File: config.mk
export PLATFORM = sky130hd
export DESIGN_NAME = ledchain_shifter
export DESIGN_NICKNAME = d
export VERILOG_FILES = /design/src/rtl/ledchain_pkg.sv /design/src/rtl/ledchain_halfcnt.sv /design/src/rtl/ledchain_reqchk.sv /design/src/rtl/ledchain_ctl.sv /design/src/rtl/ledchain_shifter.sv
export SDC_FILE = /design/constraint.sdc
export NUM_CORES = 1
export LEC_CHECK = 0
export BUFFER_PORTS_ARGS = -buffer_cell sky130_fd_sc_hd__buf_2
export CORE_MARGIN = 8
export CORE_UTILIZATION = 35
export CTS_CLUSTER_SIZE = 25
export DETAILED_ROUTE_END_ITERATION = 10
export GPL_TIMING_DRIVEN = 0
export HOLD_SLACK_MARGIN = 0.02
export SLEW_MARGIN = 40
export SYNTH_ARGS = -nofsm -noshare
export SYNTH_HDL_FRONTEND = slang
export SYNTH_SLANG_ARGS = --single-unit
File: constraint.sdc
create_clock -name clk -period 5.9 [get_ports clk]
set_input_delay 0.295 -clock clk [delete_from_list [all_inputs] [get_ports clk]]
set_output_delay 0.295 -clock clk [all_outputs]
set_load 0.03 [all_outputs]
File: src/rtl/ledchain_pkg.sv
// Shared types for the latch-width serial shifter.
package ledchain_pkg;
    // Sequencer states: idle, waiting for a bit, clock low, clock high, idle tail.
    typedef enum logic [2:0] {
        ST_IDLE,
        ST_FETCH,
        ST_LOW,
        ST_HIGH,
        ST_TAIL
    } sh_state_t;
endpackage

File: src/rtl/ledchain_halfcnt.sv
// Half-period counter for the serial clock.
// A load sets it to the programmed half-period. After that it counts down
// once per system clock. done is high in the last cycle of the phase.
// Assumes: a half-period of 0 behaves as 1.
module ledchain_halfcnt #(
    parameter int DIV_W = 8
) (
    input  logic             clk,
    input  logic             rst_n,
    input  logic             load,
    input  logic [DIV_W-1:0] half,
    output logic             done
);
    logic [DIV_W-1:0] cnt;

    // Reload at a phase start, otherwise count down to zero.
    always_ff @(posedge clk) begin
        if (!rst_n)
            cnt <= '0;
        else if (load)
            cnt <= half;
        else if (cnt != '0)
            cnt <= cnt - {{(DIV_W-1){1'b0}}, 1'b1};
    end

    // The phase ends when the count has reached one (or was loaded as zero).
    assign done = (cnt <= {{(DIV_W-1){1'b0}}, 1'b1});
endmodule

File: src/rtl/ledchain_reqchk.sv
// Checks a frame request.
// A request is valid when the length is non-zero and the latch width
// does not exceed the length.
// Assumes: LAT_W <= LEN_W.
module ledchain_reqchk #(
    parameter int LEN_W = 16,
    parameter int LAT_W = 4
) (
    input  logic [LEN_W-1:0] len,
    input  logic [LAT_W-1:0] lat,
    output logic             ok
);
    logic [LEN_W-1:0] lat_ext;

    // Widen the latch width to the length width and compare.
    always_comb begin
        lat_ext = LEN_W'(lat);
        ok      = (len != '0) && (lat_ext <= len);
    end
endmodule

File: src/rtl/ledchain_ctl.sv
// Frame sequencer. It takes a request, pulls one bit per serial pulse,
// and drives sclk, sdo and lat_en from one state register. This keeps the
// strobe aligned to the pulse count. Data and strobe are updated only in
// the cycle where a bit is taken, or at the end of the tail, and sclk is
// low at both of those points.
// Assumes: the request was checked by ledchain_reqchk. tick_done comes
// from a counter that is reloaded through tick_load.
module ledchain_ctl
    import ledchain_pkg::*;
#(
    parameter int LEN_W = 16,
    parameter int LAT_W = 4,
    parameter int DIV_W = 8
) (
    input  logic             clk,
    input  logic             rst_n,
    input  logic             req_valid,
    input  logic             req_ok,
    input  logic [LEN_W-1:0] req_len,
    input  logic [LAT_W-1:0] req_lat,
    input  logic [DIV_W-1:0] cfg_half,
    input  logic             bit_valid,
    input  logic             bit_data,
    input  logic             tick_done,
    output logic             tick_load,
    output logic [DIV_W-1:0] half_q,
    output logic             req_ready,
    output logic             bit_ready,
    output logic             sclk,
    output logic             sdo,
    output logic             lat_en,
    output logic             busy,
    output logic             err
);
    localparam logic [LEN_W-1:0] LEN_ONE = {{(LEN_W-1){1'b0}}, 1'b1};

    sh_state_t        st;
    logic [LEN_W-1:0] rem;
    logic [LAT_W-1:0] latw;
    logic             take;
    logic             in_window;

    // Handshake and phase-reload decode.
    always_comb begin
        busy      = (st != ST_IDLE);
        req_ready = !busy;
        bit_ready = (st == ST_FETCH);
        take      = bit_ready && bit_valid;
        tick_load = take || (((st == ST_LOW) || (st == ST_HIGH)) && tick_done);
        in_window = (rem <= LEN_W'(latw));
    end

    // Sequencer: accept a request, then per bit: fetch, low phase, high phase.
    always_ff @(posedge clk) begin
        if (!rst_n) begin
            st     <= ST_IDLE;
            rem    <= '0;
            latw   <= '0;
            half_q <= '0;
            sclk   <= 1'b0;
            sdo    <= 1'b0;
            lat_en <= 1'b0;
            err    <= 1'b0;
        end else begin
            err <= 1'b0;
            unique case (st)
                ST_IDLE: begin
                    if (req_valid) begin
                        if (req_ok) begin
                            rem    <= req_len;
                            latw   <= req_lat;
                            half_q <= cfg_half;
                            st     <= ST_FETCH;
                        end else begin
                            err <= 1'b1;
                        end
                    end
                end
                ST_FETCH: begin
                    if (bit_valid) begin
                        sdo    <= bit_data;
                        lat_en <= in_window;
                        st     <= ST_LOW;
                    end
                end
                ST_LOW: begin
                    if (tick_done) begin
                        sclk <= 1'b1;
                        st   <= ST_HIGH;
                    end
                end
                ST_HIGH: begin
                    if (tick_done) begin
                        sclk <= 1'b0;
                        rem  <= rem - LEN_ONE;
                        st   <= (rem == LEN_ONE) ? ST_TAIL : ST_FETCH;
                    end
                end
                ST_TAIL: begin
                    if (tick_done) begin
                        sdo    <= 1'b0;
                        lat_en <= 1'b0;
                        st     <= ST_IDLE;
                    end
                end
                default: st <= ST_IDLE;
            endcase
        end
    end
endmodule

File: src/rtl/ledchain_shifter.sv
// Top level of the latch-width serial shifter. It joins the request
// check, the frame sequencer and the half-period counter.
// Assumes: LAT_W <= LEN_W, and inputs synchronous to clk.
module ledchain_shifter #(
    parameter int LEN_W = 16,
    parameter int LAT_W = 4,
    parameter int DIV_W = 8
) (
    input  logic             clk,
    input  logic             rst_n,
    input  logic             req_valid,
    output logic             req_ready,
    input  logic [LEN_W-1:0] req_len,
    input  logic [LAT_W-1:0] req_lat,
    input  logic [DIV_W-1:0] cfg_half,
    input  logic             bit_valid,
    output logic             bit_ready,
    input  logic             bit_data,
    output logic             sclk,
    output logic             sdo,
    output logic             lat_en,
    output logic             busy,
    output logic             err
);
    logic             req_ok;
    logic             tick_load;
    logic             tick_done;
    logic [DIV_W-1:0] half_q;

    ledchain_reqchk #(.LEN_W(LEN_W), .LAT_W(LAT_W)) u_reqchk (
        .len (req_len),
        .lat (req_lat),
        .ok  (req_ok)
    );

    ledchain_halfcnt #(.DIV_W(DIV_W)) u_halfcnt (
        .clk   (clk),
        .rst_n (rst_n),
        .load  (tick_load),
        .half  (half_q),
        .done  (tick_done)
    );

    ledchain_ctl #(.LEN_W(LEN_W), .LAT_W(LAT_W), .DIV_W(DIV_W)) u_ctl (
        .clk       (clk),
        .rst_n     (rst_n),
        .req_valid (req_valid),
        .req_ok    (req_ok),
        .req_len   (req_len),
        .req_lat   (req_lat),
        .cfg_half  (cfg_half),
        .bit_valid (bit_valid),
        .bit_data  (bit_data),
        .tick_done (tick_done),
        .tick_load (tick_load),
        .half_q    (half_q),
        .req_ready (req_ready),
        .bit_ready (bit_ready),
        .sclk      (sclk),
        .sdo       (sdo),
        .lat_en    (lat_en),
        .busy      (busy),
        .err       (err)
    );
endmodule

==> results of run 1 <==
[layout by cell type, fill, tap and decap left out, types with 3 or more instances in the layout]
| cell type | instances |
|---|---|
| nand2_1 | 56 |
| dfxtp_1 | 43 |
| buf_2 | 39 |
| nor2_1 | 26 |
| clkbuf_1 | 20 |
| o21ai_0 | 15 |
| mux2i_1 | 15 |
| inv_1 | 14 |
| o311ai_0 | 14 |
| ha_1 | 12 |
| nor4_1 | 9 |
| o21ai_1 | 9 |
| nor2b_1 | 8 |
| a21oi_1 | 8 |
| nor3_1 | 7 |
| or4_1 | 7 |
| nor3b_1 | 6 |
| o31ai_1 | 6 |
| clkbuf_8 | 6 |
| or2_2 | 5 |
| o21a_1 | 5 |
| buf_6 | 4 |
| nand3_1 | 4 |
| and3_1 | 4 |
| a211o_1 | 3 |
| a21boi_1 | 3 |
[sequential cells by signal, summed over array words and instances, names as in the netlist]
| name | count |
|---|---|
| u_ctl.st | 3 |
| u_ctl.lat_en | 1 |
| u_ctl.sclk | 1 |
| u_ctl.err | 1 |
| u_ctl.rem | 16 |
| u_ctl.half_q | 8 |
| u_ctl.latw | 4 |
| u_ctl.sdo | 1 |
| u_halfcnt.cnt | 8 |
[worst max-delay path by stage]
stage               cells after the start  slack, ns             start              end
finish                                  7       3.32  u_halfcnt.cnt[4]     u_ctl.rem[4]
global route                            7       3.14      u_ctl.rem[0]    u_ctl.rem[12]
CTS                                     7       3.36  u_halfcnt.cnt[4]     u_ctl.rem[6]
detailed placement                      7       3.38  u_halfcnt.cnt[4]     u_ctl.rem[6]
global placement                        7       3.37  u_halfcnt.cnt[4]     u_ctl.rem[3]
floorplan                               6       3.51       u_ctl.st[2]  u_ctl.half_q[0]
[report_power, final]
part           switching (mW)  internal, mW
registers              0.0498         0.343
logic                   0.287         0.226
clock network           0.101        0.0920
[layer usage]
metal	up-vias	GRT usage [%]	routed length [um]
met5	-	0	0
met4	0	4.45	53
met3	2	3.22	387
met2	74	21.6	3290
met1	1255	18.5	3770
li1	1350	-	-
[cell type report]
class                   instances  area (sq um)
repair buffers                 38           190
clock buffers                   6          82.6
plain buffers                  25           125
flip-flops and latches         43           861
multi-input cells             263          1690
well taps                     102           128
inverters                      14          52.6
clock inverters                 1          5.00
fillers                       821          4510
[kinds of logic after synthesis]
| group | count (synthesis) | synth area share [%] |
|---|---|---|
| AOI/OAI and AO/OA | 85 | 22.6 |
| and+or+nand+nor | 149 | 27.7 |
| adders and majority gates | 12 | 5.50 |
| muxes | 16 | 5.91 |
| buffers and inverters | 39 | 6.50 |
| xor gates and xnor gates | 1 | 0.321 |
| DFF | 43 | 31.5 |
[worst min-delay path: stages]
cell and delay [ns]:
buf_2 0.10, nand2_1 0.04, mux2i_1 0.05
==> flow_summary.yaml, run 1 <==
status:
  status: "complete, no violations"
die:
  core_area_sq_um: 7650
  num_rows: 32
  die_y_um: 104
  top_level_ports: 40
  die_x_um: 104
  design.die.area_sq_um: 10900
  start_util_pct: 35.7
grt:
  grt_max_degree: 13
  grt_antenna_before_repair: 0
  grt_pass1_vias: 2605
  grt_pass1_wl_um: 12800
  gr-total-overflow: 0
  track_usage_pct: 13.9
worst_setup_path:
  timing.rr.start: "u_halfcnt.cnt[4]"
  critPathMaxFanout: 10
  cp-start-kind: "flip-flop"
  arrival_ns: 2.75
  r2r_slack_ns: 3.32
  path_cells: "buf_6 > or4_4 > nor4_2 > a311oi_2 > clkbuf_1 > o311ai_0 > o21ai_1"
  r2r_cells: 7
  slowest_delay_ns: 0.54
  crit_slowest_cell: "or4_4"
  crit_family: "simple AND/OR/NAND/NOR gates"
  path_class: "reg2reg"
  cp.required_ns: 6.07
  regToRegEndpoint: "u_ctl.rem[4]"
  critPathBufInv: 2
  crit_path_end_kind: "flip-flop"
synth:
  synth_top_area_share_pct: 31.5
  yosysSeqAreaShare_pct: 31.5
  syn_inst: 345
  ys_ff_latch: 43
  synth-edff-count: 0
  synth_top_cell_by_area: "dfxtp_1"
  synth.top_cells.by_count: "nand2_1, dfxtp_1, nor2_1, clkbuf_1"
  synth-main-ff-cell: "dfxtp_1"
  synth_cell_type_count: 54
  syn_area_sq_um: 2730
  yosysMostFrequentCell: "nand2_1"
  avgSynthCellArea_sq_um: 7.92
  netlist_top_cells_area: "dfxtp_1, nand2_1, ha_1, mux2i_1, o311ai_0"
  yosysWarnings: 0
  synth_nets: 390
  async_reset_ff_share_pct: 0
timing:
  slew_violations: 0
  tns_ns: 0
  setup_slack_ns: 3.32
  final-hold-violation-count: 0
  period_needed_ns: 2.58
  setup_violations: 0
  skew_ns: 0.00510
  tightest_slew_ns: 0.610
  max_freq_mhz: 388
  post-route-period-util_pct: 43.7
  rsz0062_at_grt: "false"
  slew_headroom_pct: 59.0
  whs_ns: 0.236
detailed_routing:
  detail_route.wl_per_cell_um: 15.2
  ant_nets: 0
  drc: 0
  vias: 2681
  routed_wl_um: 7500
  drtIter0Drc: 128
  via_per_inst: 5.45
  firstDrtPassIters: 4
final_layout:
  stdcell_area_sq_um: 3140
  nNetsFinal: 435
  drive_gt1_share_pct: 17.2
  stdcell_count: 492
  num_antenna_cells: 0
  final_util_pct: 41.0
  syn_to_final_growth_pct: 14.8
hold_path:
  whs_endpoint: "u_ctl.half_q[6]"
  hold_path_class: "in2reg"
  hold_depth: 3
  hold_start: "cfg_half[6]"
place:
  place_ws_ns: 3.38
  place_congestion: 0.847
  io_buffers: 38
  place_hpwl_um: 5630
  dp.cells: 485
  place_area_sq_um: 3050
power_and_ir_drop:
  total_power_mw: 1.10
  p_leak_nw: 1.31
  vdd_drop_max_mv: 0.110
  power_density_nw_per_um2: 350
cts:
  cts_tree: "done"
  clkTransAtPathRegs_ns: 0.08
  cts_buffers: 5
  post_cts_buffers: 0
  htree_levels: 2
  max-clock-path-buffers: 2
  root_buffer: "clkbuf_8"
  cts-resized-gates: 0
  hold_buffers: 0
  worstSkewPairLatency_ns: 0.29
  cts.sink_count: 43
flow_run:
  max-cap-violations: 0
(Power assumes the default switching activity.)
==> inputs of run 2 (changes only) <==
==> constraint.sdc (replaced) <==
create_clock -name clk -period 2.1 [get_ports clk]
set_input_delay 0.105 -clock clk [delete_from_list [all_inputs] [get_ports clk]]
set_output_delay 0.105 -clock clk [all_outputs]
set_load 0.03 [all_outputs]
==> run 2 against run 1 <==
  * The run now ends with negative setup slack left
  * Sequential power grew to 3.0 times the previous value
  * First-iteration DRC count is 20% lower
  * Critical path type unchanged
  * Clock skew hardly changed
==> flow_summary.yaml, run 2 (synthesized netlist as in run 1, its figures left out) <==
status:
  status: "complete, but fails checks"
  violations: "negative setup slack"
detailed_routing:
  routed_wl_um: 7900
  firstDrtPassIters: 6
  drc: 0
  vias: 2738
  drtIter0Drc: 102
  ant_nets: 0
  via_per_inst: 5.43
  detail_route.wl_per_cell_um: 15.7
place:
  io_buffers: 38
  dp.cells: 485
  place_hpwl_um: 5630
  place_congestion: 0.904
  place_area_sq_um: 3060
timing:
  slew_headroom_pct: 58.5
  whs_ns: 0.0494
  setup_slack_ns: -0.0575
  final-hold-violation-count: 0
  max_freq_mhz: 463
  tightest_slew_ns: 0.623
  tns_ns: -0.162
  period_needed_ns: 2.16
  slew_violations: 0
  post-route-period-util_pct: 103
  rsz0062_at_grt: "true"
  skew_ns: 0.00500
  setup_violations: 4
die:
  die_x_um: 104
  design.die.area_sq_um: 10900
  start_util_pct: 35.7
  num_rows: 32
  die_y_um: 104
  core_area_sq_um: 7650
  top_level_ports: 40
cts:
  worstSkewPairLatency_ns: 0.29
  hold_buffers: 0
  root_buffer: "clkbuf_8"
  cts_buffers: 5
  max-clock-path-buffers: 2
  clkTransAtPathRegs_ns: 0.08
  cts.sink_count: 43
  cts_tree: "done"
  htree_levels: 2
power_and_ir_drop:
  vdd_drop_max_mv: 0.382
  intPower_mw: 2.02
  swShare_pct: 40.2
  clkPwrFrac_pct: 14.8
  power_density_nw_per_um2: 975
  p_switching_mw: 1.36
  p_leak_nw: 1.45
  seqPwrFrac_pct: 34.2
  power_frac_comb_pct: 51.0
final_layout:
  layout_common_cells: "nand2_1, buf_2, dfxtp_1"
  stdcell_count: 504
  final_util_pct: 45.4
  drive_gt1_share_pct: 29.9
  top_register: "u_ctl.rem"
  nNetsFinal: 448
  final_common_cell: "nand2_1"
  stdcell_area_sq_um: 3470
  num_antenna_cells: 0
  largest_reg_flops: 16
  syn_to_final_growth_pct: 27.0
  reg_top3: "u_ctl.rem (16), u_ctl.half_q (8), u_halfcnt.cnt (8)"
worst_setup_path:
  slowest_delay_ns: 0.56
  cp-start-kind: "flip-flop"
  cp.required_ns: 2.28
  crit_slowest_cell: "or4_4"
  critPathBufInv: 1
  crit_path_end_kind: "flip-flop"
  path_cells: "or4_4 > or4b_4 > a21oi_4 > buf_6 > mux2i_1 > nor2b_1"
  crit_family: "simple AND/OR/NAND/NOR gates"
  arrival_ns: 2.34
  path_class: "reg2reg"
  critPathMaxFanout: 5
grt:
  grt_pass1_vias: 2766
  grt_antenna_before_repair: 0
  track_usage_pct: 14.7
  gr-total-overflow: 0
  grt_pass1_wl_um: 13400
  grt_max_degree: 12
flow_run:
  max-cap-violations: 0
hold_path:
  hold_path_class: "in2reg"
[run 2: cell types whose count changed in the layout (fill, tap and decap cells not counted), moves of 3 or more]
cell,previous run,this run
buf_4,0,15
clkbuf_1,20,15
dfxtp_1,43,31
dfxtp_2,0,12
nor4_4,0,3
o21ai_0,15,10
o21ai_2,0,5
o311ai_0,14,1
o311ai_1,0,9
o311ai_2,0,4
or4_1,7,4
or4_4,1,4
[run 2: path summary, 6_finish.rpt]
kind                    startpoint          endpoint  depth (start not counted)  slack [ns]
setup / recovery  u_halfcnt.cnt[6]  u_halfcnt.cnt[7]                          6       -0.06
hold / removal         cfg_half[4]   u_ctl.half_q[4]                          3        0.05
setup reg to reg  u_halfcnt.cnt[6]  u_halfcnt.cnt[7]                          6       -0.06
hold reg to reg    u_ctl.half_q[6]   u_ctl.half_q[6]                          2        0.46
[run 2: power by group through the flow]
stage	Combinational [mW]	Clock, mW	Sequential [mW]
after global routing	1.89	0.546	1.18
after global placement	1.42	0	1.12
final	1.72	0.500	1.16
after floorplan	1.13	0	1.09
after CTS	1.63	0.505	1.13
after detailed placement	1.44	0	1.12
[run 2: per-stage QoR]
step	power (mW)	worst slack, ns
CTS	3.27	-0.0421
finish	3.38	-0.0575
global placement	2.53	-0.351
floorplan	2.22	0.00590
global route	3.62	-0.108
detailed placement	2.55	-0.373
[run 2: worst min-delay path, stage by stage]
cell	delay, ns
buf_2	0.09
nand2_1	0.04
mux2i_1	0.05
[run 2: layer usage]
metal | vias up | global-route usage, % | share of wire [%]
met5 | - | 0 | 0
met4 | 0 | 4.96 | 1.4
met3 | 9 | 2.85 | 4.0
li1 | 1371 | - | -
met1 | 1298 | 18.6 | 48
met2 | 60 | 24.1 | 47
[run 2: final cells by class]
type                    instances  area [sq um]
fillers                       734          4180
flip-flops and latches         43           876
clock buffers                   6          72.6
well taps                     102           128
inverters                      14          52.6
plain buffers                  21           133
repair buffers                 55           345
multi-input cells             263          1860
[run 2: what timing repair did]
action / in CTS / in global routing
setup endpoints to repair: 32 / 35
cloned: 3 / 0
resized for setup: 42 / 32
setup buffers: 12 / 2
pin swaps: 10 / 4
